File: config.mk
export PLATFORM = sky130hd
export DESIGN_NAME = can_tx_serializer
export DESIGN_NICKNAME = d
export VERILOG_FILES = /design/src/rtl/cantx_pkg.sv /design/src/rtl/cantx_crc.sv /design/src/rtl/cantx_stuff.sv /design/src/rtl/cantx_bitsel.sv /design/src/rtl/can_tx_serializer.sv
export SDC_FILE = /design/constraint.sdc
export NUM_CORES = 1
export LEC_CHECK = 0
export BUFFER_PORTS_ARGS = -buffer_cell sky130_fd_sc_hd__buf_2
export CAP_MARGIN = 0
export CORE_MARGIN = 2
export CORE_UTILIZATION = 40
export CTS_CLUSTER_SIZE = 8
export DETAILED_ROUTE_END_ITERATION = 7
export PLACE_DENSITY = 0.7
export SKIP_CTS_REPAIR_TIMING = 1
export SLEW_MARGIN = 20
export SYNTH_ARGS = -nofsm -noshare
export SYNTH_HDL_FRONTEND = slang
export SYNTH_SLANG_ARGS = --single-unit
File: constraint.sdc
create_clock -name clk -period 2.61 [get_ports clk]
set_input_delay 0.261 -clock clk [delete_from_list [all_inputs] [get_ports clk]]
set_output_delay 0.261 -clock clk [all_outputs]
set_load 0.02 [all_outputs]
File: src/rtl/cantx_pkg.sv
package cantx_pkg;

    localparam int RSV_BITS = 2;

    typedef enum logic [3:0] {
        ST_IDLE,
        ST_SOF,
        ST_IDENT,
        ST_RTR,
        ST_CTRL,
        ST_DATA,
        ST_CRC,
        ST_CRC_DLM,
        ST_ACK_SLOT,
        ST_ACK_DLM,
        ST_EOF,
        ST_TAIL
    } tx_state_t;

endpackage

File: src/rtl/cantx_crc.sv
module cantx_crc #(
    parameter int             CRC_W    = 15,
    parameter logic [CRC_W-1:0] CRC_POLY = 15'h4599
) (
    input  logic             clk,
    input  logic             rst_n,
    input  logic             clear_i,
    input  logic             shift_i,
    input  logic             bit_i,
    output logic [CRC_W-1:0] crc_o
);

    logic             fb;
    logic [CRC_W-1:0] crc_d;

    always_comb begin
        fb    = bit_i ^ crc_o[CRC_W-1];
        crc_d = {crc_o[CRC_W-2:0], 1'b0};
        if (fb) begin
            crc_d = crc_d ^ CRC_POLY;
        end
    end

    always_ff @(posedge clk or negedge rst_n) begin
        if (!rst_n) begin
            crc_o <= '0;
        end else if (clear_i) begin
            crc_o <= '0;
        end else if (shift_i) begin
            crc_o <= crc_d;
        end
    end

    // the register moves only when a covered bit is shifted in
    a_r6_crc_holds: assert property (@(posedge clk) disable iff (!rst_n)
        (!shift_i && !clear_i) |=> $stable(crc_o));

endmodule

File: src/rtl/cantx_stuff.sv
module cantx_stuff #(
    parameter int STUFF_RUN = 5
) (
    input  logic clk,
    input  logic rst_n,
    input  logic clear_i,
    input  logic emit_i,
    input  logic bit_i,
    input  logic zone_i,
    output logic stuff_req_o,
    output logic stuff_bit_o
);

    localparam int RUN_W = $clog2(STUFF_RUN + 1);

    logic             last_q;
    logic             zone_q;
    logic [RUN_W-1:0] run_q;

    always_ff @(posedge clk or negedge rst_n) begin
        if (!rst_n) begin
            last_q <= 1'b1;
            zone_q <= 1'b0;
            run_q  <= '0;
        end else if (clear_i) begin
            last_q <= 1'b1;
            zone_q <= 1'b0;
            run_q  <= '0;
        end else if (emit_i) begin
            last_q <= bit_i;
            zone_q <= zone_i;
            if (bit_i == last_q && run_q != RUN_W'(STUFF_RUN)) begin
                run_q <= run_q + RUN_W'(1);
            end else begin
                run_q <= RUN_W'(1);
            end
        end
    end

    assign stuff_req_o = zone_q && (run_q == RUN_W'(STUFF_RUN));
    assign stuff_bit_o = ~last_q;

    // when a stuff bit is owed, the sequencer must launch the opposite level
    a_r7_stuff_honoured: assert property (@(posedge clk) disable iff (!rst_n)
        (emit_i && stuff_req_o) |-> (bit_i != last_q));

    // the run counter never passes the stuff width
    a_r7_run_bounded: assert property (@(posedge clk) disable iff (!rst_n)
        run_q <= RUN_W'(STUFF_RUN));

endmodule

File: src/rtl/cantx_bitsel.sv
module cantx_bitsel
    import cantx_pkg::*;
#(
    parameter int ID_W      = 11,
    parameter int DLC_W     = 4,
    parameter int MAX_BYTES = 8,
    parameter int CRC_W     = 15,
    parameter int IDX_W     = 7
) (
    input  tx_state_t                  state_i,
    input  logic [IDX_W-1:0]           idx_i,
    input  logic [ID_W-1:0]            ident_i,
    input  logic                       remote_i,
    input  logic [DLC_W-1:0]           dlc_i,
    input  logic [MAX_BYTES*8-1:0]     payload_i,
    input  logic [CRC_W-1:0]           crc_i,
    output logic                       raw_bit_o,
    output logic                       zone_o,
    output logic                       crc_en_o
);

    localparam int PAY_W  = MAX_BYTES * 8;
    localparam int PAY_IW = $clog2(PAY_W);
    localparam int CTRL_W = RSV_BITS + DLC_W;

    logic [ID_W-1:0]   id_sh;
    logic [CTRL_W-1:0] ctrl_sh;
    logic [CRC_W-1:0]  crc_sh;
    logic [PAY_IW-1:0] pidx;

    always_comb begin
        id_sh     = ident_i << idx_i;
        ctrl_sh   = {{RSV_BITS{1'b0}}, dlc_i} << idx_i;
        crc_sh    = crc_i << idx_i;
        pidx      = {idx_i[PAY_IW-1:3], ~idx_i[2:0]};
        raw_bit_o = 1'b1;
        zone_o    = 1'b0;
        crc_en_o  = 1'b0;
        unique case (state_i)
            ST_SOF: begin
                raw_bit_o = 1'b0;
                zone_o    = 1'b1;
                crc_en_o  = 1'b1;
            end
            ST_IDENT: begin
                raw_bit_o = id_sh[ID_W-1];
                zone_o    = 1'b1;
                crc_en_o  = 1'b1;
            end
            ST_RTR: begin
                raw_bit_o = remote_i;
                zone_o    = 1'b1;
                crc_en_o  = 1'b1;
            end
            ST_CTRL: begin
                raw_bit_o = ctrl_sh[CTRL_W-1];
                zone_o    = 1'b1;
                crc_en_o  = 1'b1;
            end
            ST_DATA: begin
                raw_bit_o = payload_i[pidx];
                zone_o    = 1'b1;
                crc_en_o  = 1'b1;
            end
            ST_CRC: begin
                raw_bit_o = crc_sh[CRC_W-1];
                zone_o    = 1'b1;
            end
            ST_IDLE, ST_CRC_DLM, ST_ACK_SLOT, ST_ACK_DLM, ST_EOF, ST_TAIL: begin
                raw_bit_o = 1'b1;
            end
        endcase
    end

endmodule

File: src/rtl/can_tx_serializer.sv
module can_tx_serializer
    import cantx_pkg::*;
#(
    parameter int               ID_W      = 11,
    parameter int               DLC_W     = 4,
    parameter int               MAX_BYTES = 8,
    parameter int               CRC_W     = 15,
    parameter logic [CRC_W-1:0] CRC_POLY  = 15'h4599,
    parameter int               STUFF_RUN = 5,
    parameter int               EOF_BITS  = 7
) (
    input  logic                   clk,
    input  logic                   rst_n,
    input  logic                   start_i,
    input  logic [ID_W-1:0]        ident_i,
    input  logic                   remote_i,
    input  logic [DLC_W-1:0]       dlc_i,
    input  logic [MAX_BYTES*8-1:0] payload_i,
    input  logic                   bit_tick_i,
    input  logic                   bus_rx_i,
    output logic                   tx_bit_o,
    output logic                   busy_o,
    output logic                   done_o,
    output logic                   ack_seen_o
);

    localparam int PAY_W  = MAX_BYTES * 8;
    localparam int CTRL_W = RSV_BITS + DLC_W;
    localparam int IDX_W  = $clog2(PAY_W + ID_W + CRC_W + EOF_BITS + CTRL_W);
    localparam int NB_W   = $clog2(MAX_BYTES + 1);

    tx_state_t          state_q, state_d;
    logic [IDX_W-1:0]   idx_q, idx_d;

    logic [ID_W-1:0]    ident_q;
    logic               remote_q;
    logic [DLC_W-1:0]   dlc_q;
    logic [PAY_W-1:0]   payload_q;
    logic [NB_W-1:0]    nbytes_q;

    logic               accept;
    logic               emit;
    logic               advance;
    logic               emit_bit;
    logic               emit_zone;
    logic               raw_bit;
    logic               raw_zone;
    logic               raw_crc_en;
    logic               stuff_req;
    logic               stuff_bit;
    logic [CRC_W-1:0]   crc_val;
    logic [IDX_W-1:0]   data_last;

    assign accept    = (state_q == ST_IDLE) && start_i;
    assign emit      = bit_tick_i && (state_q != ST_IDLE) && (state_q != ST_TAIL);
    assign advance   = bit_tick_i && !stuff_req;
    assign emit_bit  = stuff_req ? stuff_bit : raw_bit;
    assign emit_zone = stuff_req ? 1'b1 : raw_zone;
    assign data_last = (IDX_W'(nbytes_q) << 3) - IDX_W'(1);

    cantx_bitsel #(
        .ID_W      (ID_W),
        .DLC_W     (DLC_W),
        .MAX_BYTES (MAX_BYTES),
        .CRC_W     (CRC_W),
        .IDX_W     (IDX_W)
    ) u_bitsel (
        .state_i   (state_q),
        .idx_i     (idx_q),
        .ident_i   (ident_q),
        .remote_i  (remote_q),
        .dlc_i     (dlc_q),
        .payload_i (payload_q),
        .crc_i     (crc_val),
        .raw_bit_o (raw_bit),
        .zone_o    (raw_zone),
        .crc_en_o  (raw_crc_en)
    );

    cantx_stuff #(
        .STUFF_RUN (STUFF_RUN)
    ) u_stuff (
        .clk         (clk),
        .rst_n       (rst_n),
        .clear_i     (accept),
        .emit_i      (emit),
        .bit_i       (emit_bit),
        .zone_i      (emit_zone),
        .stuff_req_o (stuff_req),
        .stuff_bit_o (stuff_bit)
    );

    cantx_crc #(
        .CRC_W    (CRC_W),
        .CRC_POLY (CRC_POLY)
    ) u_crc (
        .clk     (clk),
        .rst_n   (rst_n),
        .clear_i (accept),
        .shift_i (emit && !stuff_req && raw_crc_en),
        .bit_i   (raw_bit),
        .crc_o   (crc_val)
    );

    // next-state decode
    always_comb begin
        state_d = state_q;
        idx_d   = idx_q;
        unique case (state_q)
            ST_IDLE: begin
                if (start_i) begin
                    state_d = ST_SOF;
                    idx_d   = '0;
                end
            end
            ST_SOF: begin
                if (advance) begin
                    state_d = ST_IDENT;
                    idx_d   = '0;
                end
            end
            ST_IDENT: begin
                if (advance) begin
                    if (idx_q == IDX_W'(ID_W - 1)) begin
                        state_d = ST_RTR;
                        idx_d   = '0;
                    end else begin
                        idx_d = idx_q + IDX_W'(1);
                    end
                end
            end
            ST_RTR: begin
                if (advance) begin
                    state_d = ST_CTRL;
                    idx_d   = '0;
                end
            end
            ST_CTRL: begin
                if (advance) begin
                    if (idx_q == IDX_W'(CTRL_W - 1)) begin
                        state_d = (nbytes_q == '0) ? ST_CRC : ST_DATA;
                        idx_d   = '0;
                    end else begin
                        idx_d = idx_q + IDX_W'(1);
                    end
                end
            end
            ST_DATA: begin
                if (advance) begin
                    if (idx_q == data_last) begin
                        state_d = ST_CRC;
                        idx_d   = '0;
                    end else begin
                        idx_d = idx_q + IDX_W'(1);
                    end
                end
            end
            ST_CRC: begin
                if (advance) begin
                    if (idx_q == IDX_W'(CRC_W - 1)) begin
                        state_d = ST_CRC_DLM;
                        idx_d   = '0;
                    end else begin
                        idx_d = idx_q + IDX_W'(1);
                    end
                end
            end
            ST_CRC_DLM: begin
                if (advance) begin
                    state_d = ST_ACK_SLOT;
                end
            end
            ST_ACK_SLOT: begin
                if (advance) begin
                    state_d = ST_ACK_DLM;
                end
            end
            ST_ACK_DLM: begin
                if (advance) begin
                    state_d = ST_EOF;
                    idx_d   = '0;
                end
            end
            ST_EOF: begin
                if (advance) begin
                    if (idx_q == IDX_W'(EOF_BITS - 1)) begin
                        state_d = ST_TAIL;
                        idx_d   = '0;
                    end else begin
                        idx_d = idx_q + IDX_W'(1);
                    end
                end
            end
            ST_TAIL: begin
                if (bit_tick_i) begin
                    state_d = ST_IDLE;
                end
            end
        endcase
    end

    // state register and message buffer
    always_ff @(posedge clk or negedge rst_n) begin
        if (!rst_n) begin
            state_q   <= ST_IDLE;
            idx_q     <= '0;
            ident_q   <= '0;
            remote_q  <= 1'b0;
            dlc_q     <= '0;
            payload_q <= '0;
            nbytes_q  <= '0;
        end else begin
            state_q <= state_d;
            idx_q   <= idx_d;
            if (accept) begin
                ident_q   <= ident_i;
                remote_q  <= remote_i;
                dlc_q     <= dlc_i;
                payload_q <= payload_i;
                if (remote_i) begin
                    nbytes_q <= '0;
                end else if (dlc_i > DLC_W'(MAX_BYTES)) begin
                    nbytes_q <= NB_W'(MAX_BYTES);
                end else begin
                    nbytes_q <= NB_W'(dlc_i);
                end
            end
        end
    end

    // registered outputs
    always_ff @(posedge clk or negedge rst_n) begin
        if (!rst_n) begin
            tx_bit_o   <= 1'b1;
            busy_o     <= 1'b0;
            done_o     <= 1'b0;
            ack_seen_o <= 1'b0;
        end else begin
            done_o <= 1'b0;
            if (accept) begin
                busy_o     <= 1'b1;
                ack_seen_o <= 1'b0;
            end
            if (emit) begin
                tx_bit_o <= emit_bit;
            end
            if (bit_tick_i && state_q == ST_ACK_DLM) begin
                ack_seen_o <= ~bus_rx_i;
            end
            if (bit_tick_i && state_q == ST_TAIL) begin
                tx_bit_o <= 1'b1;
                busy_o   <= 1'b0;
                done_o   <= 1'b1;
            end
        end
    end

    // nothing but recessive leaves the block while it is not busy
    a_r1_idle_recessive: assert property (@(posedge clk) disable iff (!rst_n)
        !busy_o |-> tx_bit_o);

    // a request while busy leaves the buffer untouched
    a_r1_busy_ignores_start: assert property (@(posedge clk) disable iff (!rst_n)
        (busy_o && start_i) |=> ($stable(payload_q) && $stable(ident_q)));

    // the wire only moves on a strobe edge
    a_r2_hold_between_strobes: assert property (@(posedge clk) disable iff (!rst_n)
        !bit_tick_i |=> $stable(tx_bit_o));

    // busy follows an accepted start
    a_r2_busy_after_start: assert property (@(posedge clk) disable iff (!rst_n)
        accept |=> busy_o);

    // acknowledge field and end-of-frame are recessive
    a_r9_tail_recessive: assert property (@(posedge clk) disable iff (!rst_n)
        (bit_tick_i && (state_q inside {ST_ACK_SLOT, ST_ACK_DLM, ST_EOF})) |=> tx_bit_o);

    // the acknowledge flag moves only at start or at the end of the slot
    a_r8_ack_sample_point: assert property (@(posedge clk) disable iff (!rst_n)
        (!accept && !(bit_tick_i && state_q == ST_ACK_DLM)) |=> $stable(ack_seen_o));

    // done is a single-clock pulse that ends busy
    a_r10_done_single: assert property (@(posedge clk) disable iff (!rst_n)
        done_o |=> !done_o);

    a_r10_done_drops_busy: assert property (@(posedge clk) disable iff (!rst_n)
        done_o |-> (!busy_o && $past(busy_o)));

endmodule

**Word level (Yosys, flattened, before mapping)**

Index checks and enable logic that the tools add are counted.
W data, S select, Z words.

- Register bits after elaboration: 119
- Bits of input ports: 85
- Output and inout bits: 4

- $add $sub $neg: 3
- Magnitude comparators: 2
- Eq/ne operators: 38
- Shifts and indexed selects: 3
- Multiplexer cells: 57
- Bitwise gates (word level): 5
- Reductions and logical operators: 26

Operators by type and width:

| kind | count |
|---|---|
| $mux W7 | 12 |
| $mux W4 | 19 |
| $pmux W7 S7 | 1 |
| $pmux W4 S12 | 1 |
| $mux W15 | 3 |
| $ne A2 B2 Y1 const B | 17 |
| $reduce_and A17 Y1 | 1 |
| $eq A4 B3 Y1 const B | 4 |
| $eq A4 B4 Y1 const B | 4 |
| $mux W1 | 15 |
| $shl A15 B7 Y15 | 1 |
| $eq A7 B3 Y1 const B | 2 |
| $eq A7 B4 Y1 const B | 2 |
| $reduce_or A6 Y1 | 2 |
| $shl A11 B7 Y11 | 1 |
| $logic_and A1 B1 Y1 | 10 |
| $reduce_bool A2 Y1 | 5 |
| $mux W3 | 3 |
| $eq A4 B2 Y1 const B | 2 |
| $logic_not A4 Y1 | 2 |
| $reduce_and A8 Y1 | 1 |
| $add A7 B1 Y7 const B | 1 |
| $eq A7 B7 Y1 | 1 |
| $lt A6 B7 Y1 const B | 1 |
| other kinds (22) | 23 |

**Logic depth before layout (Yosys ltp)**

Gate-level depths: netlist of run 1.

- Depth after elaboration: 10
- Gate-level depth with buffers: 11
- Gate-level depth less buffers: 9

**Hierarchy**

From an unflattened synthesis of run 1, not the netlist that was laid out.

- Cells, all modules: 699
- Area, all modules: 6334.8 um2

By module, submodules not included:

| module | times used | cells each | area an instance (um2) | sequential area each (um2) |
|---|---|---|---|---|
| can_tx_serializer | 1 | 500 | 4304.1 | 2478.6 |
| cantx_bitsel | 1 | 101 | 1013.5 | 0.0 |
| cantx_crc | 1 | 70 | 725.7 | 375.4 |
| cantx_stuff | 1 | 28 | 291.5 | 126.4 |

**Worst setup path before layout of run 1**

No wires, ideal clock.

- Path kind: register to register
- Start: reg idx_q[0]
- End: reg u_crc.crc_o[10]
- Setup time: 0.121 ns
- Arrival: 2.586 ns
- Data required time: 2.489 ns
- Slack: -0.097 ns
- Cell stages (with the launch flop): 11
- Path through: dfrtp_1 -> buf_6 -> buf_6 -> mux4_2 -> a22oi_1 -> o211ai_1 -> a41oi_1 -> nand4_4 -> xnor2_4 -> xor2_1 -> a22o_1

- Cells in the longest elaborated chain, start to end: 8
- Elaborated cells on any way between the ends: 11
- Those cells by class: shift: 3; mux: 6; bitwise: 2

RTL lines:

| item | RTL line | RTL |
|---|---|---|
| from (decl) | can_tx_serializer.sv:33 | `logic [IDX_W-1:0] idx_q, idx_d;` |
| from (signal assigned) | can_tx_serializer.sv:214 | `idx_q <= idx_d;` |
| $not A3 Y3 | cantx_bitsel.sv:35 | `pidx = {idx_i[PAY_IW-1:3], ~idx_i[2:0]};` |
| $bmux W1 S6 | cantx_bitsel.sv:61 | `raw_bit_o = payload_i[pidx];` |
| $mux W1 (not written as such) | cantx_bitsel.sv:61 |  |
| $pmux W1 S7 * | cantx_bitsel.sv:39 | `unique case (state_i)` |
| $xor A1 B1 Y1 * | cantx_crc.sv:17 | `fb = bit_i ^ crc_o[CRC_W-1];` |
| $mux W15 * | cantx_crc.sv:19 | `if (fb) begin` |
| $mux W15 * | cantx_crc.sv:29 | `end else if (shift_i) begin` |
| $mux W15 * | cantx_crc.sv:27 | `end else if (clear_i) begin` |
| to (signal assigned) | cantx_crc.sv:30 | `crc_o <= crc_d;` |
| to (decl) | cantx_crc.sv:10 | `output logic [CRC_W-1:0] crc_o` |

Every way passes the cells marked *; elsewhere a longest branch is shown, timed or not. The select of a mux whose other input is x is not followed.
A chain may end at the register's enable or synchronous reset.

**Final worst setup path of run 1**

Ends and elaborated chain as after synthesis.

==> results of run 1 <==
-- worst register-to-register path: stages (launching register included) --
cell	delay (ps)
dfrtp_2	380
buf_12	140
mux4_2	500
mux4_2	480
mux2i_1	180
or3_4	160
nand4_4	160
xnor2_4	310
xor2_1	120
a22o_1	200
-- flip-flops by register name, summed over array words and instances (netlist names) --
name and flops:
payload_q 64, u_crc.crc_o 15, ident_q 11, idx_q 7, dlc_q 4, nbytes_q 4, state_q 4, u_stuff.run_q 3
ack_seen_o 1, busy_o 1, done_o 1, remote_q 1, tx_bit_o 1, u_stuff.last_q 1, u_stuff.zone_q 1
-- power groups by stage --
| stage | clock network [mW] | registers [mW] | logic, mW |
|---|---|---|---|
| 3_5_place_dp | 0 | 3.24 | 3.60 |
| 4_1_cts | 2.36 | 3.22 | 3.63 |
| 6_report | 2.31 | 3.23 | 3.87 |
| 5_1_grt | 2.46 | 3.33 | 4.22 |
| 3_3_place_gp | 0 | 3.19 | 3.43 |
| 2_1_floorplan | 0 | 3.05 | 2.75 |
-- kinds of logic after synthesis --
family | after synthesis | synth area share, %
buffers and inverters | 44 | 3.11
flip-flops | 119 | 50.1
AND/OR/NAND/NOR | 92 | 7.66
adder cells (fa/ha/maj) | 7 | 1.47
XOR/XNOR | 13 | 2.23
AO/OA/AOI/OAI | 80 | 9.53
multiplexers | 114 | 25.9
-- path summary, 6_finish.rpt --
path / from / cells past startpoint / endpoint
worst min register to register: payload_q[57] / 1 / payload_q[57]
worst max-delay path: idx_q[0] / 9 / u_crc.crc_o[10]
max in group asynchronous: rst_n / 3 / tx_bit_o
min in group asynchronous: rst_n / 2 / remote_q
worst max register to register: idx_q[0] / 9 / u_crc.crc_o[10]
worst min-delay path: bus_rx_i / 2 / ack_seen_o
-- layout make-up --
class / count / area share (%)
repair buffers: 128 / 10.6
clock inverters: 10 / 1.71
multi-input cells: 306 / 38.1
well taps: 184 / 3.08
inverters: 12 / 0.602
flip-flops and latches: 119 / 39.9
clock buffers: 22 / 6.07
-- layer usage --
| metal | up-vias | global-route usage, % | part of all wire, % |
|---|---|---|---|
| met5 | - | 0 | 0 |
| met4 | 0 | 6.21 | 1.9 |
| met3 | 23 | 4.97 | 5.6 |
| met2 | 143 | 28.8 | 49 |
| met1 | 2148 | 24.4 | 43 |
| li1 | 1976 | - | - |
-- metrics by stage --
stage               TNS, ps  instance area [µm²]  total power, mW  util (%)  cells
floorplan              -261                 5960             5.79         -    469
global placement       -674                 6790             6.62      46.7    742
detailed placement    -1560                 6790             6.84      46.7    742
CTS                   -1670                 7370             9.21      50.7    774
global route          -2010                 7480             10.0      51.5    781
finish                 -770                 7480             9.41      51.5    781
-- Yosys cell counts (2+ instances only) --
| cell type | instances |
|---|---|
| a21o_1 | 4 |
| a21oi_1 | 10 |
| a22o_1 | 15 |
| a22oi_1 | 4 |
| a31o_2 | 2 |
| a41oi_1 | 3 |
| and2_1 | 2 |
| and3_1 | 2 |
| buf_1 | 6 |
| buf_2 | 4 |
| buf_6 | 2 |
| clkbuf_1 | 20 |
| dfrtp_1 | 117 |
| dfstp_2 | 2 |
| ha_1 | 7 |
| inv_1 | 12 |
| mux2_2 | 83 |
| mux2i_1 | 8 |
| mux4_1 | 2 |
| mux4_2 | 21 |
| nand2_1 | 29 |
| nand2b_1 | 3 |
| nand3_1 | 13 |
| nand4_1 | 2 |
| nor2_1 | 17 |
| nor2b_1 | 4 |
| nor3_1 | 9 |
| nor4_1 | 2 |
| o2111ai_1 | 2 |
| o211ai_1 | 2 |
| o21ai_0 | 18 |
| o22ai_1 | 2 |
| o31ai_1 | 5 |
| or2_2 | 3 |
| xnor2_1 | 5 |
| xor2_1 | 7 |
==> flow_metrics.env, run 1 <==
export IMPL_h_tree_depth=4
export IMPL_yosysUniqueCellTypes=56
export IMPL_drc=0
export IMPL_clk_latency_ps=410
export IMPL_finalNetCount=676
export IMPL_num_antenna_cells=0
export IMPL_cp_max_fo=9
export IMPL_clkPwrFrac_pct=24.5
export IMPL_die_w_um=126
export IMPL_arrival_ps=3040
export IMPL_grt_pass1_vias=4516
export IMPL_io_buffers=88
export IMPL_regArea_um2=2980
export IMPL_worst_pin_slew_ps=700
export IMPL_cts_inserted_buffers=17
export IMPL_core_um2=14500
export IMPL_gr_usage_all_layers_pct=18.2
export IMPL_dr_pass1_iters=4
export IMPL_areaGrowthSynthToFinish_pct=25.8
export IMPL_async_flop_share_pct=100
export IMPL_hpwl_um=9570
export IMPL_place_ws_ps=-255
export IMPL_initial_utilization_pct=40.9
export IMPL_synthCells=469
export IMPL_hold_viol=0
export IMPL_synth_edff_count=0
export IMPL_worstPathRequired_ps=2910
export IMPL_routed_via_density=5.49
export IMPL_layout_drive_gt1_share_pct=47.4
export IMPL_drt_total_wl_um=13600
export IMPL_ys_seq_area_share_pct=50.1
export IMPL_dieArea_um2=15900
export IMPL_crit_chain="buf_12, mux4_2, mux4_2, mux2i_1, or3_4, nand4_4, xnor2_4, xor2_1, a22o_1"
export IMPL_min_period_ps=2740
export IMPL_syn_area_um2=5950
export IMPL_cts_tree="yes"
export IMPL_timing_final_ws_setup_ps=-134
export IMPL_setup_violations=7
export IMPL_worst_setup_path_type="reg -> reg"
export IMPL_p_int_mw=6.35
export IMPL_cts_max_path_buffers=2
export IMPL_routabilityCongestion=0.899
export IMPL_cp_start_kind="flop"
export IMPL_cpMaxStageDelayCell="mux4_2"
export IMPL_synth_area_leader_cell="dfrtp_1"
export IMPL_peakVddDrop_mv=0.604
export IMPL_combPwrFrac_pct=41.2
export IMPL_r2r_slack_ps=-130
export IMPL_synth_net_count=561
export IMPL_ios=89
export IMPL_synthFlopType="dfrtp_1"
export IMPL_critPathTopFamily="multiplexers"
export IMPL_cpMostUsedCell="mux4_2"
export IMPL_endpoint_kind="flop"
export IMPL_dieHeight_um=126
export IMPL_antenna_found_initial=0
export IMPL_yosys_register_bits=119
export IMPL_multi_input_area_um2=2850
export IMPL_finalMaxSlewViolations=0
export IMPL_num_vias=4290
export IMPL_num_rows=44
export IMPL_crit_buf_inv=1
export IMPL_status="finished, violations left"
export IMPL_final_common_cell="dfrtp_1"
export IMPL_p_seq_share_pct=34.3
export IMPL_switchingPower_mw=3.06
export IMPL_yosysTopAreaCellShare_pct=49.2
export IMPL_ys_top_cells_by_area="dfrtp_1 (49%), mux2_2 (16%), mux4_2 (8.0%)"
export IMPL_fillers=1250
export IMPL_grt_overflow=0
export IMPL_rsz0062_at_grt="true"
export IMPL_power_per_cell_area_nw_per_um2=1260
export IMPL_drtIter0Drc=310
export IMPL_total_leakage_power_nw=3.34
export IMPL_cts_sinks=119
export IMPL_finClkSkew_ps=7.17
export IMPL_wl_per_cell_um=17.4
export IMPL_grt_max_degree=59
export IMPL_switching_share_pct=32.6
export IMPL_holdWs_ps=23.4
export IMPL_hold_path_class="in -> reg"
export IMPL_synth_area_per_cell_um2=12.7
export IMPL_grt_pass1_wl_um=23000
export IMPL_max_slew_margin_rel_pct=53.3
export IMPL_ant_nets=0
export IMPL_mostFrequentLayoutCells="dfrtp_1 (116), buf_2 (87), mux2_2 (83), buf_4 (34), nand2_1 (29)"
export IMPL_max_freq_mhz=364
export IMPL_period_share_pct=105
export IMPL_clkTransAtPathRegs_ps=50
export IMPL_yosys_warnings=0
export IMPL_ctsRootBufferMaster="clkbuf_16"
export IMPL_drv_cap=0
export IMPL_violations="setup timing"
export IMPL_critPathMaxStageDelay_ps=500
(Power assumes the default switching activity.)
==> run 2: changes to the inputs <==
Settings changed: CORE_UTILIZATION 40 to 52, PLACE_DENSITY 0.7 to 0.85.
==> run 2 against run 1 <==
Compared with the run above: first-iteration DRC count is 39% higher; fmax is 2.9% lower; highest routed layer unchanged; non-clock buffer count is 6 lower; largest cell class unchanged; total power is 3.9% higher; clock skew hardly changed; register-to-register slack worse by 80 ps; global-route usage is 6.2 points higher; combinational power is 1% higher; the run still ends with setup timing left.
==> flow_metrics.env, run 2 (synthesis gave the netlist of run 1 again) <==
export IMPL_num_antenna_cells=0
export IMPL_cp_start_kind="flop"
export IMPL_h_tree_depth=4
export IMPL_drv_cap=0
export IMPL_min_from="bus_rx_i"
export IMPL_grt_max_degree=61
export IMPL_antenna_found_initial=0
export IMPL_status="finished, violations left"
export IMPL_power_per_cell_area_nw_per_um2=1310
export IMPL_ant_nets=0
export IMPL_finalNetCount=670
export IMPL_highest_layer="met4"
export IMPL_period_share_pct=108
export IMPL_io_buffers=88
export IMPL_r2r_end="u_crc.crc_o[10]"
export IMPL_final_cells=734
export IMPL_dieArea_um2=12300
export IMPL_combPwrFrac_pct=40.1
export IMPL_clk_latency_ps=410
export IMPL_p_int_mw=6.59
export IMPL_grt_pass1_vias=4734
export IMPL_dr_pass1_iters=5
export IMPL_holdPathStages=2
export IMPL_reg_largest_list="payload_q: 64 flops, u_crc.crc_o: 15 flops, ident_q: 11 flops"
export IMPL_clkPwrFrac_pct=26.1
export IMPL_worst_pin_slew_ps=723
export IMPL_timing_final_ws_setup_ps=-216
export IMPL_die_w_um=111
export IMPL_layout_drive_gt1_share_pct=46.9
export IMPL_num_rows=39
export IMPL_wl_met1_um=5760
export IMPL_cts_max_path_buffers=2
export IMPL_initial_utilization_pct=52.8
export IMPL_routed_via_density=6.05
export IMPL_endpoint_kind="flop"
export IMPL_areaGrowthSynthToFinish_pct=25.6
export IMPL_power_total_mw=9.78
export IMPL_min_period_ps=2830
export IMPL_worstPathRequired_ps=2910
export IMPL_arrival_ps=3120
export IMPL_finalMaxSlewViolations=0
export IMPL_violations="setup timing"
export IMPL_drtIter0Drc=431
export IMPL_cts_sinks=119
export IMPL_p_seq_share_pct=33.8
export IMPL_ios=89
export IMPL_place_ws_ps=-210
export IMPL_dp_cells=699
export IMPL_holdWs_ps=28.8
export IMPL_reg2reg_from="idx_q[0]"
export IMPL_r2r_slack_ps=-220
export IMPL_rsz0062_at_grt="true"
export IMPL_switching_share_pct=32.6
export IMPL_final_common_cell="dfrtp_1"
export IMPL_largest_reg_flops=64
export IMPL_holdPathEnd="ack_seen_o"
export IMPL_total_leakage_power_nw=3.36
export IMPL_dr_wl_met3_um=910
export IMPL_max_slew_margin_rel_pct=51.8
export IMPL_drt_total_wl_um=14400
export IMPL_ctsRootBufferMaster="clkbuf_16"
export IMPL_peakVddDrop_mv=0.709
export IMPL_max_freq_mhz=354
export IMPL_switchingPower_mw=3.19
export IMPL_setup_violations=12
export IMPL_wl_per_cell_um=19.6
export IMPL_reg2regPathDepth=9
export IMPL_routabilityCongestion=0.921
export IMPL_hold_viol=0
export IMPL_gr_usage_all_layers_pct=24.4
export IMPL_dieHeight_um=111
export IMPL_worst_setup_path_type="reg -> reg"
export IMPL_wl_met2_um=7270
export IMPL_core_um2=11300
export IMPL_hold_path_class="in -> reg"
export IMPL_drc=0
export IMPL_largest_register="payload_q"
export IMPL_finClkSkew_ps=7.50
export IMPL_grt_pass1_wl_um=23700
export IMPL_grt_overflow=0
export IMPL_num_vias=4442
export IMPL_hpwl_um=9220
export IMPL_clkTransAtPathRegs_ps=50
export IMPL_cp_max_fo=9
export IMPL_cts_tree="yes"
export IMPL_cts_inserted_buffers=17
export IMPL_mostFrequentLayoutCells="dfrtp_1 (115), buf_2 (87), mux2_2 (83), nand2_1 (29), buf_4 (29)"
export IMPL_final_core_util_pct=66.3
## run 2: cell count changes in the layout (fill, tap and decap cells not counted), sizes merged
cell and delta:
clkbuf +1, clkinvlp -1, bufinv +2, buf -6, clkinv -2
## run 2: power groups by stage
stage / clock network (mW) / logic, mW / registers (mW)
final: 2.56 / 3.92 / 3.30
after global routing: 2.66 / 4.21 / 3.38
after floorplan: 0 / 2.75 / 3.05
after CTS: 2.57 / 3.68 / 3.28
after global placement: 0 / 3.36 / 3.21
after detailed placement: 0 / 3.57 / 3.26
## run 2: worst max-delay path by stage
stage	depth (start not counted)	from	slack, ps	to
after floorplan	9	idx_q[0]	-50	u_crc.crc_o[10]
after global placement	9	idx_q[0]	-110	u_crc.crc_o[3]
after detailed placement	9	idx_q[0]	-210	u_crc.crc_o[8]
after CTS	9	idx_q[0]	-260	u_crc.crc_o[8]
after global routing	9	idx_q[0]	-310	u_crc.crc_o[10]
final	9	idx_q[0]	-220	u_crc.crc_o[10]
## run 2: critical path, cell delays in order (launching register included)
cell and delay [ps]:
dfrtp_2 390, buf_12 150, mux4_1 560, mux4_2 470, mux2i_2 160, or3_4 160, nand4_4 170, xnor2_4 310
xor2_1 130, a22o_1 200
## run 2: per-layer routing
metal / vias to the layer above / GRT usage, %
met1: 2241 / 29.6
met4: 0 / 8.75
met5: - / 0
met3: 44 / 7.38
met2: 202 / 41.6
li1: 1955 / -
## run 2: cell type report
class	instances	area [µm²]
fillers	716	3800
flip-flops and latches	119	2980
multi-input cells	306	2860
repair buffers	122	754
clock buffers	23	478
well taps	143	179
clock inverters	9	170
inverters	12	45.0
## run 2: per-stage QoR
step | cell area [µm²] | TNS [ps]
after floorplan | 5960 | -261
after global placement | 6720 | -646
after detailed placement | 6720 | -1160
after CTS | 7370 | -2060
after global routing | 7470 | -2800
final | 7470 | -1590
==> run 3: changes to the inputs <==
Settings changed: ABC_AREA set to 1, PLACE_DENSITY 0.85 to 0.84.
==> run 3 against run 2 <==
Compared with the run above: the flow now finishes without violations; die area up 4.7%; register-to-register slack better by 460 ps; clock power is 7% lower; sequential cell count is the same.
==> flow_metrics.env, run 3 <==
export IMPL_fin_setup_tns_ps=0
export IMPL_cts_inserted_buffers=17
export IMPL_hold_path_class="in -> reg"
export IMPL_ant_nets=0
export IMPL_async_flop_share_pct=100
export IMPL_status="finished clean"
export IMPL_synth_area_per_cell_um2=7.50
export IMPL_finalMaxSlewViolations=0
export IMPL_cp_start_kind="flop"
export IMPL_largest_register="payload_q"
export IMPL_cp_max_fo=62
export IMPL_switchingPower_mw=3.72
export IMPL_num_antenna_cells=0
export IMPL_antenna_found_initial=0
export IMPL_largest_reg_flops=64
export IMPL_grt_pass1_wl_um=26200
export IMPL_syn_area_um2=6240
export IMPL_worstPathRequired_ps=2910
export IMPL_io_buffers=88
export IMPL_areaGrowthSynthToFinish_pct=18.5
export IMPL_synth_commonest_cells="nand2_1 (282), dfrtp_1 (117), inv_1 (83)"
export IMPL_cts_tree="yes"
export IMPL_synthCells=832
export IMPL_hpwl_um=10800
export IMPL_routabilityCongestion=0.927
export IMPL_final_common_cell="nand2_1"
export IMPL_final_core_util_pct=63.9
export IMPL_critPathMaxStageDelay_ps=490
export IMPL_synthFlopType="dfrtp_1"
export IMPL_h_tree_depth=4
export IMPL_drtIter0Drc=472
export IMPL_cts_max_path_buffers=2
export IMPL_grt_pass1_vias=5499
export IMPL_finClkSkew_ps=6.55
export IMPL_reg_largest_list="payload_q: 64 flops, u_crc.crc_o: 15 flops, ident_q: 11 flops"
export IMPL_core_um2=11600
export IMPL_ctsRootBufferMaster="clkbuf_16"
export IMPL_worst_setup_path_type="reg -> reg"
export IMPL_hold_viol=0
export IMPL_yosys_register_bits=119
export IMPL_p_int_mw=5.43
export IMPL_endpoint_kind="flop"
export IMPL_r2r_slack_ps=240
export IMPL_clk_latency_ps=420
export IMPL_period_share_pct=90.8
export IMPL_drt_total_wl_um=16000
export IMPL_dr_pass1_iters=5
export IMPL_power_per_cell_area_nw_per_um2=1240
export IMPL_p_seq_share_pct=33.7
export IMPL_worst_pin_slew_ps=599
export IMPL_combPwrFrac_pct=40.1
export IMPL_synth_area_leader_cell="dfrtp_1"
export IMPL_ios=89
export IMPL_ys_seq_area_share_pct=47.8
export IMPL_cts_sinks=119
export IMPL_clkPwrFrac_pct=26.1
export IMPL_num_vias=5869
export IMPL_yosysTopAreaCellShare_pct=47.0
export IMPL_synth_net_count=924
export IMPL_clkTransAtPathRegs_ps=60
export IMPL_gr_usage_all_layers_pct=25.7
export IMPL_num_rows=39
export IMPL_initial_utilization_pct=53.9
export IMPL_yosysMostFrequentCell="nand2_1"
export IMPL_total_leakage_power_nw=3.77
export IMPL_fillers=975
export IMPL_crit_chain="buf_4, a21oi_1, o21ai_0, nand2_1, a21oi_1, nand2_1, nor2_4, nand2_2, nand2_2, nand3_1, nand3_1, nand2_1"
export IMPL_wl_per_cell_um=15.0
export IMPL_max_freq_mhz=422
export IMPL_yosysUniqueCellTypes=35
export IMPL_routed_via_density=5.50
export IMPL_synth_edff_count=0
export IMPL_yosys_warnings=0
export IMPL_dieArea_um2=12900
export IMPL_ys_top_cells_by_area="dfrtp_1 (47%), nand2_1 (17%), nand3_1 (6.3%)"
export IMPL_drc=0
export IMPL_arrival_ps=2670
export IMPL_peakVddDrop_mv=0.475
export IMPL_setup_violations=0
export IMPL_max_slew_margin_rel_pct=60.1
export IMPL_layout_drive_gt1_share_pct=17.3
export IMPL_cpMaxStageDelayCell="buf_4"
export IMPL_finalNetCount=1004
export IMPL_grt_max_degree=63
export IMPL_dieHeight_um=114
export IMPL_min_period_ps=2370
export IMPL_switching_share_pct=40.6
export IMPL_rsz0062_at_grt="false"
export IMPL_grt_overflow=0
export IMPL_mostFrequentLayoutCells="nand2_1 (282), dfrtp_1 (116), buf_2 (87), inv_1 (83), nand3_1 (79)"
export IMPL_drv_cap=0
export IMPL_cpMostUsedCell="nand2_1"
export IMPL_die_w_um=114
## run 3: cell count changes in the layout (fill, tap and decap cells not counted), moves of 16 or more
cell / change
inv_1: +71
mux2_2: -83
o21ai_1: +22
o21ai_0: +41
nor2_1: +18
buf_4: -22
nand3_1: +67
nand2_1: +253
mux4_2: -21
a21oi_1: +16
## run 3: area by class of cell
cell class / count / area (µm²) / share of cell area (%)
Clock inverter: 12 / 150 / 2.03
Sequential cell: 119 / 2980 / 40.3
Clock buffer: 20 / 457 / 6.18
Tap cell: 143 / 179 / 2.42
Timing Repair Buffer: 99 / 578 / 7.82
Inverter: 99 / 373 / 5.05
Multi-Input combinational cell: 576 / 2670 / 36.1
## run 3: kinds of logic after synthesis
family / Yosys count / share of synthesized area (%)
AOI/OAI and AO/OA: 138 / 12.2
xor gates and xnor gates: 9 / 1.26
adders and majority gates: 7 / 1.40
DFF: 119 / 47.8
and+or+nand+nor: 422 / 28.0
buffers and inverters: 137 / 9.37
## run 3: layer usage
metal  wire, µm  global-route usage (%)  part of all wire [%]
met4        429                    11.0                   2.7
met1       6990                    34.9                    44
met5          0                       0                     0
met2       7520                    41.2                    47
met3       1060                    4.41                   6.6
## run 3: path summary, 6_finish.rpt
path | startpoint | to | cells after the start
setup reg to reg | idx_q[0] | u_crc.crc_o[10] | 12
hold / removal | bus_rx_i | ack_seen_o | 2
hold reg to reg | dlc_q[3] | dlc_q[3] | 2
max in group asynchronous | rst_n | u_stuff.last_q | 3
min in group asynchronous | rst_n | payload_q[10] | 2
setup / recovery | idx_q[0] | u_crc.crc_o[10] | 12
## run 3: metrics by stage
step,total power [mW],hold WS [ps],setup slack [ps],cell area (µm²),cells
final,9.15,26.9,239,7390,1068
after global routing,9.78,28.1,29.9,7390,1068
after CTS,9.11,-161,287,7380,1067
after detailed placement,6.64,282,354,6770,1035
after global placement,6.52,276,410,6770,1035
after floorplan,5.73,-34.6,640,6240,832
## run 3: worst max-delay path, delay by kind of cell (launching register included)
kind / cells / cell delay (ps)
and+or+nand+nor: 8 / 920
buffers and inverters: 1 / 490
AOI/OAI and AO/OA: 3 / 450
DFF: 1 / 360
## run 3: power by group through the flow
stage,Sequential [mW],Combinational (mW),Clock (mW)
floorplan,2.97,2.76,0
global placement,3.05,3.47,0
detailed placement,3.08,3.57,0
CTS,3.07,3.64,2.41
global route,3.15,4.15,2.48
finish,3.09,3.67,2.39
